===== src/rtl/maa_pkg.sv =====
package maa_pkg;
    typedef enum logic [1:0] {
        SZ_BYTE = 2'b00,
        SZ_HALF = 2'b01,
        SZ_WORD = 2'b10,
        SZ_RSVD = 2'b11
    } acc_size_e;

    localparam int STAT_W = 8;
    localparam logic [STAT_W-1:0] CAUSE_ALIGN = 8'h24;
endpackage


===== src/rtl/maa_port_check.sv =====
module maa_port_check #(
    parameter int AW = 32
) (
    input  logic          vld,
    input  logic          wr,
    input  logic [1:0]    size,
    input  logic [AW-1:0] addr,
    output logic          rd_en,
    output logic          wr_en,
    output logic          fault
);
    import maa_pkg::*;

    logic mis;

    always_comb begin
        case (acc_size_e'(size))
            SZ_BYTE: mis = 1'b0;
            SZ_HALF: mis = addr[0];
            default: mis = |addr[1:0];
        endcase
        fault = vld & mis;
        rd_en = vld & ~wr & ~mis;
        wr_en = vld & wr & ~mis;
    end
endmodule


===== src/rtl/maa_fault_capture.sv =====
module maa_fault_capture #(
    parameter int AW = 32,
    parameter int NP = 2
) (
    input  logic                       clk,
    input  logic                       rst_n,
    input  logic [NP-1:0]              fault,
    input  logic [NP-1:0][AW-1:0]      addr,
    input  logic [AW-1:0]              insn_addr,
    input  logic                       exc_ret,
    output logic                       pend,
    output logic [maa_pkg::STAT_W-1:0] status,
    output logic [AW-1:0]              faddr,
    output logic [AW-1:0]              raddr
);
    import maa_pkg::*;

    typedef struct packed {
        logic              pend;
        logic [STAT_W-1:0] status;
        logic [AW-1:0]     faddr;
        logic [AW-1:0]     raddr;
    } cap_t;

    cap_t st_d, st_q;
    logic [AW-1:0] sel_addr_d;
    logic any_fault_d;

    always_comb begin
        sel_addr_d  = '0;
        any_fault_d = |fault;
        // lowest index has priority: walk downwards, last hit wins
        for (int i = NP - 1; i >= 0; i--) begin
            if (fault[i]) sel_addr_d = addr[i];
        end
        st_d = st_q;
        if (st_q.pend) begin
            if (exc_ret) st_d.pend = 1'b0;
        end else if (any_fault_d) begin
            st_d.pend   = 1'b1;
            st_d.status = CAUSE_ALIGN;
            st_d.faddr  = sel_addr_d;
            st_d.raddr  = insn_addr;
        end
    end

    always_ff @(posedge clk or negedge rst_n) begin
        if (!rst_n) st_q <= '0;
        else        st_q <= st_d;
    end

    assign pend   = st_q.pend;
    assign status = st_q.status;
    assign faddr  = st_q.faddr;
    assign raddr  = st_q.raddr;


    cause_on_raise_chk: assert property (@(posedge clk) disable iff (!rst_n)
        $rose(pend) |-> status == CAUSE_ALIGN);


    hold_regs_chk: assert property (@(posedge clk) disable iff (!rst_n)
        pend |=> $stable(faddr) && $stable(raddr) && $stable(status));


    pend_hold_chk: assert property (@(posedge clk) disable iff (!rst_n)
        pend && !exc_ret |=> pend);


    ret_capture_chk: assert property (@(posedge clk) disable iff (!rst_n)
        !pend && (|fault) |=> raddr == $past(insn_addr));
endmodule


===== src/rtl/misalign_exc_unit.sv =====
module misalign_exc_unit #(
    parameter int AW = 32
) (
    input  logic          clk,
    input  logic          rst_n,
    input  logic          p0_vld,
    input  logic          p0_wr,
    input  logic [1:0]    p0_size,
    input  logic [AW-1:0] p0_addr,
    input  logic          p1_vld,
    input  logic          p1_wr,
    input  logic [1:0]    p1_size,
    input  logic [AW-1:0] p1_addr,
    input  logic [AW-1:0] insn_addr,
    input  logic          exc_ret,
    output logic          p0_rd_en,
    output logic          p0_wr_en,
    output logic          p1_rd_en,
    output logic          p1_wr_en,
    output logic          exc_req,
    output logic [7:0]    exc_status,
    output logic [AW-1:0] fault_addr,
    output logic [AW-1:0] ret_addr
);
    import maa_pkg::*;

    localparam int NP = 2;

    logic [NP-1:0]         vld_v, wr_v, rd_en_v, wr_en_v, fault_v;
    logic [NP-1:0][1:0]    size_v;
    logic [NP-1:0][AW-1:0] addr_v;

    assign vld_v  = {p1_vld, p0_vld};
    assign wr_v   = {p1_wr, p0_wr};
    assign size_v = {p1_size, p0_size};
    assign addr_v = {p1_addr, p0_addr};

    for (genvar g = 0; g < NP; g++) begin : g_port
        maa_port_check #(.AW(AW)) u_chk (
            .vld   (vld_v[g]),
            .wr    (wr_v[g]),
            .size  (size_v[g]),
            .addr  (addr_v[g]),
            .rd_en (rd_en_v[g]),
            .wr_en (wr_en_v[g]),
            .fault (fault_v[g])
        );
    end

    assign p0_rd_en = rd_en_v[0];
    assign p0_wr_en = wr_en_v[0];
    assign p1_rd_en = rd_en_v[1];
    assign p1_wr_en = wr_en_v[1];

    maa_fault_capture #(.AW(AW), .NP(NP)) u_cap (
        .clk       (clk),
        .rst_n     (rst_n),
        .fault     (fault_v),
        .addr      (addr_v),
        .insn_addr (insn_addr),
        .exc_ret   (exc_ret),
        .pend      (exc_req),
        .status    (exc_status),
        .faddr     (fault_addr),
        .raddr     (ret_addr)
    );


    half_block_chk: assert property (@(posedge clk) disable iff (!rst_n)
        p0_vld && p0_size == 2'b01 && p0_addr[0] |-> !p0_rd_en && !p0_wr_en);


    byte_pass_chk: assert property (@(posedge clk) disable iff (!rst_n)
        p0_vld && p0_size == 2'b00 && !p0_wr |-> p0_rd_en);


    both_pick_p0_chk: assert property (@(posedge clk) disable iff (!rst_n)
        !exc_req && p0_vld && p0_size == 2'b10 && (|p0_addr[1:0])
        |=> exc_req && fault_addr == $past(p0_addr));
endmodule


===== config.mk =====
export PLATFORM = sky130hd
export DESIGN_NAME = misalign_exc_unit
export DESIGN_NICKNAME = d
export VERILOG_FILES = /design/src/rtl/maa_pkg.sv /design/src/rtl/maa_port_check.sv /design/src/rtl/maa_fault_capture.sv /design/src/rtl/misalign_exc_unit.sv
export SDC_FILE = /design/constraint.sdc
export NUM_CORES = 1
export LEC_CHECK = 0
export ABC_AREA = 1
export BUFFER_PORTS_ARGS = -buffer_cell sky130_fd_sc_hd__buf_2
export CAP_MARGIN = 20
export CORE_ASPECT_RATIO = 1.75
export CORE_MARGIN = 2
export CORE_UTILIZATION = 41
export CTS_BUF_LIST = sky130_fd_sc_hd__clkbuf_4
export DETAILED_ROUTE_END_ITERATION = 10
export PLACE_DENSITY = 0.89
export SYNTH_ARGS = -nofsm -noshare
export SYNTH_HDL_FRONTEND = slang
export SYNTH_HIERARCHICAL = 1
export SYNTH_SLANG_ARGS = --single-unit

===== constraint.sdc =====
create_clock -name clk -period 0.9 [get_ports clk]
set_input_delay 0.135 -clock clk [delete_from_list [all_inputs] [get_ports clk]]
set_output_delay 0.135 -clock clk [all_outputs]
set_load 0.01 [all_outputs]

## After elaboration in Yosys (flattened, before gate mapping)

Index checks and enable logic that the tools add are counted.

| storage, ports and cells | value |
|---|---|
| register bits after elaboration | 66 |
| bits of input ports | 107 |
| output and inout bits | 77 |

| cells by class | value |
|---|---|
| eq/ne operators | 2 |
| mux-type cells | 7 |
| bitwise operators | 15 |
| reductions and logical operators | 6 |

Operators by type and width:

| kind | number |
|---|---|
| $mux W73 | 1 |
| $mux W32 | 2 |
| $and A1 B1 Y1 | 10 |
| $reduce_or A2 Y1 | 3 |
| $not A1 Y1 | 5 |
| $eq A2 B1 Y1 const B | 2 |
| $logic_not A2 Y1 | 2 |
| $pmux W1 S2 | 2 |
| $mux W1 | 2 |
| $reduce_and A2 Y1 | 1 |

## Logic depth before layout (Yosys ltp)

| logic depth | value |
|---|---|
| word-level depth | 7 |
| gate-level depth with buffers | 11 |

## Modules after synthesis

Netlist, hierarchy kept.

By module, submodules not included:

| module | instances | cells each | area an instance (um2) | seq. area each (um2) |
|---|---|---|---|---|
| maa_fault_capture | 1 | 394 | 3070.4 | 1651.6 |
| maa_port_check | 2 | 14 | 65.1 | 0.0 |

## Least setup slack after synthesis

OpenSTA, ideal clock, no wires.

| path | value |
|---|---|
| kind | input to register |
| start | input port p1_addr[1] |
| end | register u_cap.st_q (netlist bit u_cap/faddr[15]) |
| arrival time | 994 ps |
| slack | -210 ps |
| cell stages on the path | 11 |
| cell sequence | nand2_1 > nand2_2 > nand2_2 > nor2_2 > buf_4 > nor2_1 > nor2_2 > buf_6 > buf_6 > nand2_1 > nand2_1 |

| between the ends | value |
|---|---|
| word-level cells in the longest chain between the ends | 5 |
| elaborated cells on any way between the ends | 7 |
| those cells by class | mux (3); bitwise (1); reduce/logical (3) |

RTL lines:

| item | RTL line | source |
|---|---|---|
| from (decl) | misalign_exc_unit.sv:13 | `input logic [AW-1:0] p1_addr,` |
| $reduce_or A2 Y1 (*) | maa_port_check.sv:20 | `default: mis = \|addr[1:0];` |
| $pmux W1 S2 (*) | maa_port_check.sv:17 | `case (acc_size_e'(size))` |
| $and A1 B1 Y1 (*) | maa_port_check.sv:22 | `fault = vld & mis;` |
| net fault_v[1] | misalign_exc_unit.sv:29 | `logic [NP-1:0] vld_v, wr_v, rd_en_v, wr_en_v, fault_v;` |
| $mux W32 / $reduce_or A2 Y1 (equally long branches) | maa_fault_capture.sv:34, maa_fault_capture.sv:31 |  |
| $mux W32 / $reduce_and A2 Y1 (equally long branches) | n/a |  |
| to (signal assigned) | maa_fault_capture.sv:49 | `else st_q <= st_d;` |
| to (decl) | maa_fault_capture.sv:25 | `cap_t st_d, st_q;` |

Mark *: on every way through the listed nets, which the timed path passes. The rest lies on a longest branch.
A chain may end at the register's enable or synchronous reset.

## Worst setup path after layout

| path | value |
|---|---|
| start | register u_cap.st_q (netlist bit u_cap/pend) |
| end | register u_cap.st_q (netlist bit u_cap/raddr[31]) |

| between the ends | value |
|---|---|
| word-level cells in the longest chain between the ends | 2 |

RTL lines:

| item |
|---|
| $not A1 Y1 (no source line) |
| $reduce_and A2 Y1 (no source line) |

Every way passes these cells.

==> metrics.csv <==
stage;metric;value;unit
synthesis;synth_top_area_cell;dfrtp_1;
worst_setup_path;crit_type;flip-flop to flip-flop;
run;cap_violations;0;
worst_setup_path;cp_common_cell;nand2_1;
sta;setup_violations;133;
cells_and_area;nets;795;
pwr;ir_drop;1.42;mV
place;dp_slack;-505;ps
sta;hold_viol;0;
floorplan;die_w;70.8;um
floorplan;rows;42;
pwr;p_leak;0.00324;uW
sta;max_freq;851;MHz
routing;drt_iter0_markers;317;
sta;rsz0062_at_grt;true;
global_route;antenna_found_initial;1;
synthesis;synth.distinct_cells;16;
worst_setup_path;crit_fanout;9;
synthesis;synth_area;3200;um2
status;failed_checks;DRC, setup timing;
synthesis;yosysWarningCount;6;
sta;tns;-26150;ps
floorplan;coreArea;7570;um2
routing;drt_wl_total;12700;um
floorplan;start_util;0.423;
cts;cts_tree;built;
worst_setup_path;max_stage_delay;430;ps
synthesis;ys_ff_latch;66;
sta;post-route-period-util;1.31;
pwr;powerDensity;1960;nW/um2
cells_and_area;drive_gt1_frac;0.436;
place;placed_cell_area;4210;um2
cts;path_clk_slew;120;ps
routing;route.vias.total;3908;
cells_and_area;syn2layout_area_growth;68.7;%
worst_setup_path;worst_setup_path_end_kind;flip-flop;
cts;cts_max_path_buffers;2;
place;hpwl;6660;um
worst_setup_path;start_kind;flip-flop;
synthesis;syn_inst;422;
cts;clk_latency;410;ps
routing;drc;2;
place;place_congestion;0.896;
routing;ant_nets;0;
synthesis;yosys-top-cells-area;dfrtp_1, nand2_1, nand3_1, buf_6, buf_4;
routing;routedWlPerCell;16.3;um
cts;cts.sinks;66;
routing;drt-pass1-iter-count;8;
global_route;grt_overflow;0;
sta;fin_hold_ws;27.8;ps
cts;cts-root-buf;clkbuf_4;
sta;fin_ws;-276;ps
worst_setup_path;slowest_stage;dfrtp_1;
cts;cts_buffers;9;
floorplan;die-height;121;um
cts;htreeDepth;3;
global_route;grt_usage;0.253;
synthesis;seq_area_frac_synth;0.516;
sta;min_period;1180;ps
synthesis;synth_top_area_frac;0.516;
place;io_buffers;177;
floorplan;pin_count;184;
worst_setup_path;crit_arrival;1520;ps
routing;vias_per_cell;5.01;
synthesis;avgSynthCellArea;7.58;um2
global_route;grt_pass1_vias;3780;
global_route;grt_max_degree;67;
min_path;hp-class;input pin to flip-flop;
floorplan;die_area;8560;um2
sta;finClkSkew;20.8;ps
worst_setup_path;r2r_setup_slack;-280;ps
worst_setup_path;cp.required;1250;ps
worst_setup_path;path_cells;buf_6 > nor2_4 > buf_4 > clkbuf_16 > nand2_1 > nand2_1;
cells_and_area;fin_area;5400;um2
status;status;finished with violations;
sta;slew_viol_final;0;
global_route;grt_pass1_wl;16900;um
per-stage QoR:
step	util	std cells	power [uW]
6_report	0.713	780	10600
4_1_cts	0.648	745	9540
5_1_grt	0.713	780	11200
3_3_place_gp	0.557	680	7090
2_1_floorplan	-	427	5780
3_5_place_dp	0.557	680	7200
per-layer routing:
metal  share of wire  GRT usage  up-vias
li1                -          -     1802
met1            0.33      0.257     1801
met2            0.55      0.460      239
met3           0.065     0.0473       66
met4           0.056      0.169        0
met5               0          0        -
what timing repair did:
action | in CTS | in global routing
hold buffers | 36 | 0
gates resized for setup | 11 | 57
endpoints found under the hold margin | 101 | 0
pin swaps | 0 | 13
buffers inserted | 13 | 32
cloned | 2 | 5
endpoints found under the setup margin | 133 | 137
report_power, final:
part	leakage, uW	internal (uW)	total (uW)	switching [uW]
Combinational	0.00234	2330	4600	2270
Clock	0.0000665	792	1820	1030
Sequential	0.000840	3720	4170	446
Total	0.00324	6840	10600	3740
cells in the mapped netlist, drive strengths merged:
cell type / n
clkbuf: 3
dfrtp: 66
a21oi: 4
inv: 12
conb: 1
or2: 1
nor2: 4
nand3: 32
nand2: 268
o21ai: 2
buf: 29
sequential cells by signal, summed over array words and instances, names as in the netlist:
| register | cells |
|---|---|
| u_cap/faddr | 32 |
| u_cap/raddr | 32 |
| u_cap/pend | 1 |
| u_cap/status | 1 |
layout by cell type (no fill, tap or decap), types with 5 or more instances in the layout:
cell type,synthesis,routed
inv_1,12,7
conb_1,1,6
nand3_1,32,32
buf_4,10,49
dlygate4sd3_1,0,36
buf_2,7,159
buf_12,0,6
nand2_1,262,240
clkbuf_4,0,9
buf_6,12,26
nand2_4,0,9
nand2_2,6,19
dfrtp_1,66,66
inv_2,0,5
final timing paths:
check	end	cells past startpoint	start
min in group asynchronous	u_cap/faddr[25]	3	rst_n
worst max-delay path	u_cap/raddr[31]	6	u_cap/pend
worst max register to register	u_cap/raddr[31]	6	u_cap/pend
max in group asynchronous	u_cap/faddr[29]	3	rst_n
worst min register to register	u_cap/faddr[15]	2	u_cap/faddr[15]
worst min-delay path	u_cap/faddr[22]	5	p0_addr[22]
worst max-delay path, delay by kind of cell (launching register included):
family / cells / cell delay, ps
simple gates: 3 / 260
buf+inv: 3 / 440
flops: 1 / 430
logic make-up (layout without fill, tap and decap cells):
| family | count (synthesis) | count (layout) | share of synthesized area |
|---|---|---|---|
| flops | 66 | 66 | 0.516 |
| buf+inv | 44 | 308 | 0.0942 |
| other cells | 1 | 7 | 0.00117 |
| simple gates | 305 | 305 | 0.378 |
| compound gates | 6 | 6 | 0.0106 |
layout make-up:
class / count / area, um2
antenna: 1 / 2.50
sequential: 66 / 1650
fill: 539 / 2170
inverter: 12 / 45.0
tap: 88 / 110
multi-input combinational: 317 / 1410
clock buffer: 9 / 67.6
clock inverter: 5 / 47.5
timing repair buffer: 282 / 2070
No activity file was read; power rests on OpenSTA's default activity.
